[config.mk]
export PLATFORM = sky130hd
export DESIGN_NAME = tod_pulse_gen
export DESIGN_NICKNAME = d
export VERILOG_FILES = /design/src/rtl/tpg_pkg.sv /design/src/rtl/tpg_ctrl.sv /design/src/rtl/tpg_datapath.sv /design/src/rtl/tod_pulse_gen.sv
export SDC_FILE = /design/constraint.sdc
export NUM_CORES = 1
export LEC_CHECK = 0
export CAP_MARGIN = 20
export CORE_UTILIZATION = 60
export DETAILED_ROUTE_END_ITERATION = 6
export DONT_BUFFER_PORTS = 1
export PLACE_DENSITY_LB_ADDON = 0.3
export SLEW_MARGIN = 20
export SYNTH_ARGS = -nofsm -noshare
export SYNTH_HDL_FRONTEND = slang
export SYNTH_SLANG_ARGS = --single-unit
export TNS_END_PERCENT = 1
[constraint.sdc]
create_clock -name clk -period 12.6 [get_ports clk]
set_input_delay 3.15 -clock clk [delete_from_list [all_inputs] [get_ports clk]]
set_output_delay 3.15 -clock clk [all_outputs]
set_load 0.02 [all_outputs]
[src/rtl/tpg_pkg.sv]
package tpg_pkg;
  localparam int DATA_W = 32;

  localparam logic [1:0] ACT_IDLE  = 2'd0;
  localparam logic [1:0] ACT_CLOCK = 2'd1;

  localparam logic [7:0] ADDR_CFG  = 8'h00;
  localparam logic [7:0] ADDR_HIGH = 8'h14;
  localparam logic [7:0] ADDR_LOW  = 8'h18;

  localparam int BIT_DOM  = 0;
  localparam int BIT_SYNC = 2;
  localparam int BIT_ACT  = 3;
  localparam int BIT_POL  = 5;

  typedef struct packed {
    logic              pol;
    logic [1:0]        action;
    logic              sync;
    logic              domain;
    logic [DATA_W-1:0] high;
    logic [DATA_W-1:0] low;
  } pin_cfg_t;

  typedef struct packed {
    logic apply;
    logic forceIdle;
  } ctl_strobe_t;

  localparam pin_cfg_t CFG_RESET = '{
    pol: 1'b0, action: ACT_IDLE, sync: 1'b0, domain: 1'b0,
    high: 32'd1000, low: 32'd0
  };
endpackage

[src/rtl/tpg_ctrl.sv]
module tpg_ctrl
  import tpg_pkg::*;
(
  input  logic              clk,
  input  logic              rst,
  input  logic              regValid,
  input  logic              regWrite,
  input  logic [7:0]        regAddr,
  input  logic [DATA_W-1:0] regWdata,
  output logic [DATA_W-1:0] regRdata,
  output logic              regRvalid,
  input  logic              secEdge,
  input  logic              cycEdge,
  output pin_cfg_t          actCfg,
  output ctl_strobe_t       strobe
);
  pin_cfg_t stageCfg;
  logic     pending;
  logic     writeHit;
  logic     readHit;
  logic     mapped;
  logic     boundary;
  logic     actIsClock;
  logic [DATA_W-1:0] readMux;

  assign writeHit   = regValid && regWrite;
  assign readHit    = regValid && !regWrite;
  assign mapped     = (regAddr == ADDR_CFG) || (regAddr == ADDR_HIGH) || (regAddr == ADDR_LOW);
  assign actIsClock = (actCfg.action == ACT_CLOCK);

  // boundary selection per running mode
  assign boundary = !actIsClock || (actCfg.sync ? secEdge : cycEdge);

  assign strobe.apply     = pending && boundary && !writeHit;
  assign strobe.forceIdle = writeHit || !actIsClock;

  always_comb begin
    readMux = '0;
    case (regAddr)
      ADDR_CFG: begin
        readMux[BIT_DOM]           = stageCfg.domain;
        readMux[BIT_SYNC]          = stageCfg.sync;
        readMux[BIT_ACT+1:BIT_ACT] = stageCfg.action;
        readMux[BIT_POL]           = stageCfg.pol;
      end
      ADDR_HIGH: readMux = stageCfg.high;
      ADDR_LOW:  readMux = stageCfg.low;
      default:   readMux = '0;
    endcase
  end

  always_ff @(posedge clk) begin
    if (rst) begin
      stageCfg  <= CFG_RESET;
      actCfg    <= CFG_RESET;
      pending   <= 1'b0;
      regRvalid <= 1'b0;
      regRdata  <= '0;
    end else begin
      regRvalid <= readHit;
      if (readHit) regRdata <= readMux;
      if (strobe.apply) actCfg <= stageCfg;
      if (writeHit) begin
        case (regAddr)
          ADDR_CFG: begin
            stageCfg.domain <= regWdata[BIT_DOM];
            stageCfg.sync   <= regWdata[BIT_SYNC];
            stageCfg.action <= regWdata[BIT_ACT+1:BIT_ACT];
            stageCfg.pol    <= regWdata[BIT_POL];
          end
          ADDR_HIGH: stageCfg.high <= regWdata;
          ADDR_LOW:  stageCfg.low  <= regWdata;
          default: ;
        endcase
      end
      if (writeHit && mapped) pending <= 1'b1;
      else if (strobe.apply)  pending <= 1'b0;
    end
  end
endmodule

[src/rtl/tpg_datapath.sv]
module tpg_datapath
  import tpg_pkg::*;
#(
  parameter int NS_INC  = 5,
  parameter int NS_WRAP = 1000000000,
  parameter int SEC_W   = 48,
  parameter int NS_W    = 30
) (
  input  logic             clk,
  input  logic             rst,
  input  pin_cfg_t         actCfg,
  input  ctl_strobe_t      strobe,
  output logic [NS_W-1:0]  todNs,
  output logic [SEC_W-1:0] todSec,
  output logic             secEdge,
  output logic             cycEdge,
  output logic             pinOut
);
  localparam int W2 = NS_W + 2;
  localparam logic [W2-1:0] WRAP_V = W2'(NS_WRAP);
  localparam logic [W2-1:0] INC_V  = W2'(NS_INC);
  localparam logic [W2-1:0] LAST_V = WRAP_V - INC_V;

  logic [W2-1:0] phase;
  logic [W2-1:0] nsExt, nsNext;
  logic [W2-1:0] hiC, loC, period, pulseEnd, sumHL;
  logic [W2-1:0] phaseInc, phaseNext;
  logic          syncRaw, perRaw, rawLvl;

  function automatic logic [W2-1:0] clampNs(input logic [DATA_W-1:0] v);
    if (v >= DATA_W'(NS_WRAP)) return WRAP_V;
    return W2'(v);
  endfunction

  assign nsExt   = W2'(todNs);
  assign secEdge = (nsExt >= LAST_V);
  assign nsNext  = secEdge ? (nsExt + INC_V - WRAP_V) : (nsExt + INC_V);

  // clamp programmed times
  assign hiC      = clampNs(actCfg.high);
  assign loC      = clampNs(actCfg.low);
  assign sumHL    = hiC + loC;
  assign period   = sumHL;
  assign pulseEnd = (sumHL > LAST_V) ? LAST_V : sumHL;

  // compare against time-of-day nanoseconds
  assign syncRaw = (nsExt >= loC) && (nsExt < pulseEnd);

  // phase accumulator in nanoseconds
  assign phaseInc  = phase + INC_V;
  assign cycEdge   = (period == '0) || (phaseInc >= period);
  assign phaseNext = (period == '0) ? '0 :
                     (phaseInc >= period) ? (phaseInc - period) : phaseInc;
  assign perRaw    = (period != '0) && (phase < hiC);

  assign rawLvl = actCfg.sync ? syncRaw : perRaw;

  always_ff @(posedge clk) begin
    if (rst) begin
      todNs  <= '0;
      todSec <= '0;
      phase  <= '0;
      pinOut <= 1'b0;
    end else begin
      todNs <= nsNext[NS_W-1:0];
      if (secEdge) todSec <= todSec + 1'b1;
      phase  <= strobe.apply ? '0 : phaseNext;
      pinOut <= strobe.forceIdle ? actCfg.pol : (rawLvl ^ actCfg.pol);
    end
  end
endmodule

[src/rtl/tod_pulse_gen.sv]
module tod_pulse_gen
  import tpg_pkg::*;
#(
  parameter int NS_INC  = 5,
  parameter int NS_WRAP = 1000000000,
  parameter int SEC_W   = 48,
  localparam int NS_W   = $clog2(NS_WRAP + 1)
) (
  input  logic              clk,
  input  logic              rst,
  input  logic              regValid,
  output logic              regReady,
  input  logic              regWrite,
  input  logic [7:0]        regAddr,
  input  logic [DATA_W-1:0] regWdata,
  output logic [DATA_W-1:0] regRdata,
  output logic              regRvalid,
  output logic [NS_W-1:0]   todNs,
  output logic [SEC_W-1:0]  todSec,
  output logic              pinOut
);
  pin_cfg_t    actCfg;
  ctl_strobe_t strobe;
  logic        secEdge, cycEdge;
  logic        actPol, actClock;

  assign regReady = 1'b1;
  assign actPol   = actCfg.pol;
  assign actClock = (actCfg.action == ACT_CLOCK);

  tpg_ctrl ctrl_i (
    .clk(clk), .rst(rst),
    .regValid(regValid), .regWrite(regWrite), .regAddr(regAddr),
    .regWdata(regWdata), .regRdata(regRdata), .regRvalid(regRvalid),
    .secEdge(secEdge), .cycEdge(cycEdge),
    .actCfg(actCfg), .strobe(strobe)
  );

  tpg_datapath #(
    .NS_INC(NS_INC), .NS_WRAP(NS_WRAP), .SEC_W(SEC_W), .NS_W(NS_W)
  ) dp_i (
    .clk(clk), .rst(rst),
    .actCfg(actCfg), .strobe(strobe),
    .todNs(todNs), .todSec(todSec),
    .secEdge(secEdge), .cycEdge(cycEdge),
    .pinOut(pinOut)
  );
endmodule

# == Word level (Yosys, flattened, before mapping) ==
# Cells that the tools add are included.
# totals
regBits,282
inputBits,44
out_inout_bits,113
wordCells,77
# op_classes
addsub,6
magnitude_cmp,8
n_eq_ne,3
n_mux,18
bitwise_logic,1
reduce_logical,23
# op_table
operator,count
$mux 32,6
$ge 32x30->1 const B,2
$pmux 26 s2,1
$add 48x1->48 const B,1
$add 32x3->32 const B,1
$add 32x32->32,1
$ge 30x32->1,1
$ge 32x32->1,1
$gt 32x30->1 const B,1
$logic_not 32->1,1
$lt 30x32->1,1
$lt 32x32->1,1
$reduce_bool 32->1,1
$sub 32x32->32,1
$add 30x3->30 const B,1
$ge 30x30->1 const B,1
$mux 30,1
$sub 30x30->30 const B,1
$eq 8x5->1 const B,2
$pmux 4 s3,1
$logic_not 8->1,1
$logic_and 1x1->1,7
$mux 1,7
$reduce_and 2->1,3
other kinds (8),14

# == Longest topological paths before layout ==
# depth
ltp_word,12
ltp_mapped,38
mapped_depth_nobuf,33

# == Cells and area by module ==
# A second synthesis with hierarchy kept.
# hier_totals
hier_cells,2468
hier_area_um2,19632.6
# by_module_without_submodules
module,instances,cells_per_inst,area_per_inst_um2,seq_area_each_um2
tpg_datapath,1,1729,13056.3,2222.1
tpg_ctrl,1,737,6565.0,3443.3
tod_pulse_gen,1,2,11.3,0.0

# == Least setup slack after synthesis ==
# No wires, ideal clock.
# synth_timing
kind,flip-flop to flip-flop
startpoint,register ctrl_i.actCfg[48] (netlist name)
endpoint,register dp_i.pinOut
setup_time_ns,0.131
arrival_ns,7.412
required_time_ns,12.469
slack_ns,5.057
path_stages_with_launch,35
n_path_buf,2
period_less_slack_ns,7.543
path_cell_list,dfxtp_1 or4b_2 a2111oi_0 a21oi_1 o21bai_1 a211oi_1 clkbuf_1 and2_1 ha_1 fa_1 a211oi_2 o21ai_2 a2bb2oi_1 a31oi_1 a221oi_1 xnor2_1 inv_1 or4_1 nor4_1 nor3_1 nor2_1 clkbuf_1 and2_1 ha_1 a21o_1 a21o_1 a21oi_1 nor2_1 a2111oi_0 o31ai_1 a211oi_1 nand2_1 nor3_1 o31ai_1 nor3b_1
# synth_via
elab_chain_cells,11
word_cells_on_any_way,14
cone_classes,add/sub (1); order compare (4); mux (5); bitwise (1); reduce/logical (3)
# synth_lines
item,line_no,rtl
$ge 32x30->1,tpg_datapath.sv:31,if (v >= DATA_W'(NS_WRAP)) return WRAP_V;
$mux 1,tpg_datapath.sv:31,
$mux 32 *,tpg_datapath.sv:32,return W2'(v);
$add 32x32->32,tpg_datapath.sv:42,assign sumHL = hiC + loC;
$gt 32x30->1,tpg_datapath.sv:44,assign pulseEnd = (sumHL > LAST_V) ? LAST_V : sumHL;
$mux 32,tpg_datapath.sv:44,
$lt 30x32->1,tpg_datapath.sv:47,assign syncRaw = (nsExt >= loC) && (nsExt < pulseEnd);
$logic_and 1x1->1,tpg_datapath.sv:47,
$mux 1 *,tpg_datapath.sv:56,assign rawLvl = actCfg.sync ? syncRaw : perRaw;
$xor 1x1->1 *,tpg_datapath.sv:68,pinOut <= strobe.forceIdle ? actCfg.pol : (rawLvl ^ actCfg.pol);
$mux 1 *,tpg_datapath.sv:68,
"end signal, assigned",tpg_datapath.sv:68,
"end, declared",tpg_datapath.sv:17,output logic pinOut
# Mark *: on every way between the ends. The rest lies on a longest branch, timed or not.
# A chain may end at the register's enable or synchronous reset.

# == Final worst setup path ==
# layout_timing
startpoint,register ctrl_i.actCfg[48] (netlist name)
endpoint,register dp_i.pinOut
# layout_via
elab_chain_cells,11
word_cells_on_any_way,14
cone_classes,add/sub (1); order compare (4); mux (5); bitwise (1); reduce/logical (3)
# layout_lines
item,line_no
$ge 32x30->1,tpg_datapath.sv:31
$mux 1,tpg_datapath.sv:31
$mux 32 *,tpg_datapath.sv:32
$add 32x32->32,tpg_datapath.sv:42
$gt 32x30->1,tpg_datapath.sv:44
$mux 32,tpg_datapath.sv:44
$lt 30x32->1,tpg_datapath.sv:47
$logic_and 1x1->1,tpg_datapath.sv:47
$mux 1 *,tpg_datapath.sv:56
$xor 1x1->1 *,tpg_datapath.sv:68
$mux 1 *,tpg_datapath.sv:68
# Marked as above.

==> summary.md <==
| Metric | Value |
|---|---|
| Relative slew slack | 0.394 |
| Number of nets with antenna violations after routing | 0 |
| Post-Route WL | 57,200 um |
| Global route total overflow | 0 |
| CTS Buf Count | 30 |
| Synth Area in XOR/XNOR | 0.0710 |
| Antenna diodes | 0 |
| RSZ-0062 raised after global routing | no |
| Row cnt | 64 |
| Footprint of the multi-input gates | 12,500 um2 |
| Largest net degree at the start of global routing | 179 |
| # Max-Cap Violations | 0 |
| Clk slew on worst S/H paths | 0.07 ns |
| H-tree Lvls | 1 |
| Worst Path Arrival | 9.49 ns |
| Final setup viols | 0 |
| EDFF count, synth | 0 |
| Final period utilization | 0.717 |
| Setup TNS | 0 ns |
| Vias/cell | 6.50 |
| Post-synth top flop | dfxtp_1 |
| Core Region | 30,800 um2 |
| Global-route wire length before repair | 90,600 um |
| Clk_lat worst skew | 0.59 ns |
| Die Ht | 180 um |
| Wire per inst | 20.3 um |
| Area grow syn2layout | 7.81% |
| Setup Buffers After CTS | 0 |
| GPL Wtd Cong | 1.06 |
| HPWL Detailed | 42,100 um |
| Die X | 180 um |
| CTS tree | yes |
| Leakage | 8.41 nW |
| Post-Synth Adder-Cell Area | 0.106 |
| Startpoint Class | flip-flop |
| Pwr per Cell Area | 143 nW/um2 |
| Min cycle time layout | 9.03 ns |
| Final Hold Fails | 0 |
| Post-synthesis sequential area ratio | 0.298 |
| Detailed Routing Iterations Pass 1 | 7 |
| Most frequent cells in the layout | 345 x nand2_1, 282 x dfxtp_1, 233 x nor2_1 |
| DR iter-0 viols | 1,979 |
| CP endpoint kind | flip-flop |
| Fin nets | 2,595 |
| Port bufs | 0 |
| Starting Density | 0.615 |
| Yosys cell types | 80 |
| Resized Gates After CTS | 0 |
| Via count | 18,280 |
| Clock sink total | 282 |
| Die area | 32,300 um2 |
| Largest family of logic cells by synthesized area | simple AND/OR/NAND/NOR gates |
| Total GRT Usage | 0.342 |
| Final Skew | 0.0218 ns |
| Tightest Pin Transition | 0.901 ns |
| Synth Area in Simple Gates | 0.232 |
| Cell Area, Synth | 19,000 um2 |
| Clk buf depth | 3 |
| Critical setup path kind | reg2reg |
| Share of layout cells above drive strength 1 | 0.0554 |
| Fin util | 0.663 |
| Register area | 5650 um2 |
| Number of global-route vias before repair | 16,864 |
| Worst hold path class | reg2reg |
| Failing checks | DRC |
| Yosys warning total | 0 |
| Worst-path maximum fanout | 14 |
| Leading cell type in the layout, fill and taps excluded | nand2_1 |
| Post-synthesis register bit count | 282 |
| Multiplexer share of the synthesized area | 0.0172 |
| FMAX | 111 MHz |
| Slowest-stage cell, CP | or4b_2 |
| Ports | 157 |
| Syn avg cell area | 7.71 um2 |
| DRC errors left | 3 |
| Fillcell total | 2,610 |
| CTS root buffer | clkbuf_16 |
| Final slew viol count | 0 |
| VDD IR max | 0.138 mV |
| Cts hold-fix bufs | 0 |
| Async S/R FF share, synth | 0 |
| Crit path required time | 13.06 ns |
| Initial antenna violation count | 0 |
| Critical Path Max Stage Delay | 0.66 ns |
| Status | finished with violations |
| Compound-Gate Fraction of Synth Area | 0.226 |
| Post-synthesis cell count | 2,462 |
-- Yosys cell counts (all sizes together) (21+ instances only) --
cell type	n	area share
nor2	233	0.046
inv	109	0.022
a22oi	28	0.011
mux2i	27	0.014
nor3	38	0.010
and3	35	0.012
xnor2	78	0.036
a21oi	229	0.060
dfxtp	282	0.30
ha	156	0.10
a21o	44	0.017
nand2	345	0.068
nor4	21	0.0069
or3	28	0.0092
o211ai	21	0.0083
xor2	75	0.035
nand2b	38	0.013
a211oi	56	0.023
nand3	70	0.018
nand4	49	0.016
o21ai	90	0.024
clkbuf	110	0.022
a31o	61	0.028
-- through the flow --
step | hold slack (ns) | instances | power (mW) | area, um2 | setup slack, ns
after floorplan | 0.442 | 2465 | 1.68 | 19000 | 5.06
after global placement | 0.462 | 2755 | 1.83 | 19200 | 4.15
after detailed placement | 0.466 | 2755 | 1.86 | 19200 | 3.83
after CTS | 0.475 | 2811 | 2.92 | 20400 | 3.80
after global routing | 0.497 | 2813 | 3.08 | 20500 | 2.75
final | 0.475 | 2813 | 2.93 | 20500 | 3.57
-- flip-flops by register name (all words and copies together), names as in the netlist --
name              flops
ctrl_i.actCfg        68
ctrl_i.pending        1
ctrl_i.regRdata      32
ctrl_i.regRvalid      1
ctrl_i.stageCfg      69
dp_i.phase           32
dp_i.pinOut           1
dp_i.todNs           30
dp_i.todSec          48
-- kinds of logic after synthesis --
family | count (synthesis)
multiplexers | 32
other | 2
adder cells (fa/ha/maj) | 159
AO/OA/AOI/OAI | 656
flip-flops | 282
buffers and inverters | 237
XOR/XNOR | 153
AND/OR/NAND/NOR | 941
-- worst paths after layout --
check	startpoint	endpoint	slack, ns	cells after the start
max	ctrl_i.actCfg[48]	dp_i.pinOut	3.57	33
min	ctrl_i.stageCfg[51]	ctrl_i.stageCfg[51]	0.48	2
max reg2reg	ctrl_i.actCfg[48]	dp_i.pinOut	3.57	33
min reg2reg	ctrl_i.stageCfg[51]	ctrl_i.stageCfg[51]	0.48	2
-- routing by layer --
metal / share of wire / vias to the layer above / track usage
met5: 0 / - / 0
met4: 0.033 / 0 / 0.108
met3: 0.094 / 132 / 0.0628
met2: 0.44 / 855 / 0.534
met1: 0.44 / 8635 / 0.476
li1: - / 8658 / -
-- worst max-delay path: cells and delay by family, from the launching register on --
family,cells,cell delay (ns)
and+or+nand+nor,13,3.68
buffers and inverters,2,0.40
AOI/OAI and AO/OA,14,3.28
adders and majority gates,3,0.96
DFF,1,0.33
xor gates and xnor gates,1,0.25
-- where the power goes --
group | internal, mW | leakage [nW] | switching [mW] | total, mW
clock | 0.668 | 0.581 | 0.402 | 1.07
combinational | 0.374 | 5.55 | 0.482 | 0.855
sequential | 0.936 | 2.28 | 0.0728 | 1.01
-- layout make-up --
type | instances | share of cell area
clock inverter | 22 | 0.0212
tap | 396 | 0.0242
inverter | 109 | 0.0201
sequential | 282 | 0.276
timing repair buffer | 24 | 0.0108
multi-input combinational | 1946 | 0.609
clock buffer | 34 | 0.0389
Power figures use the tool's default switching activity.
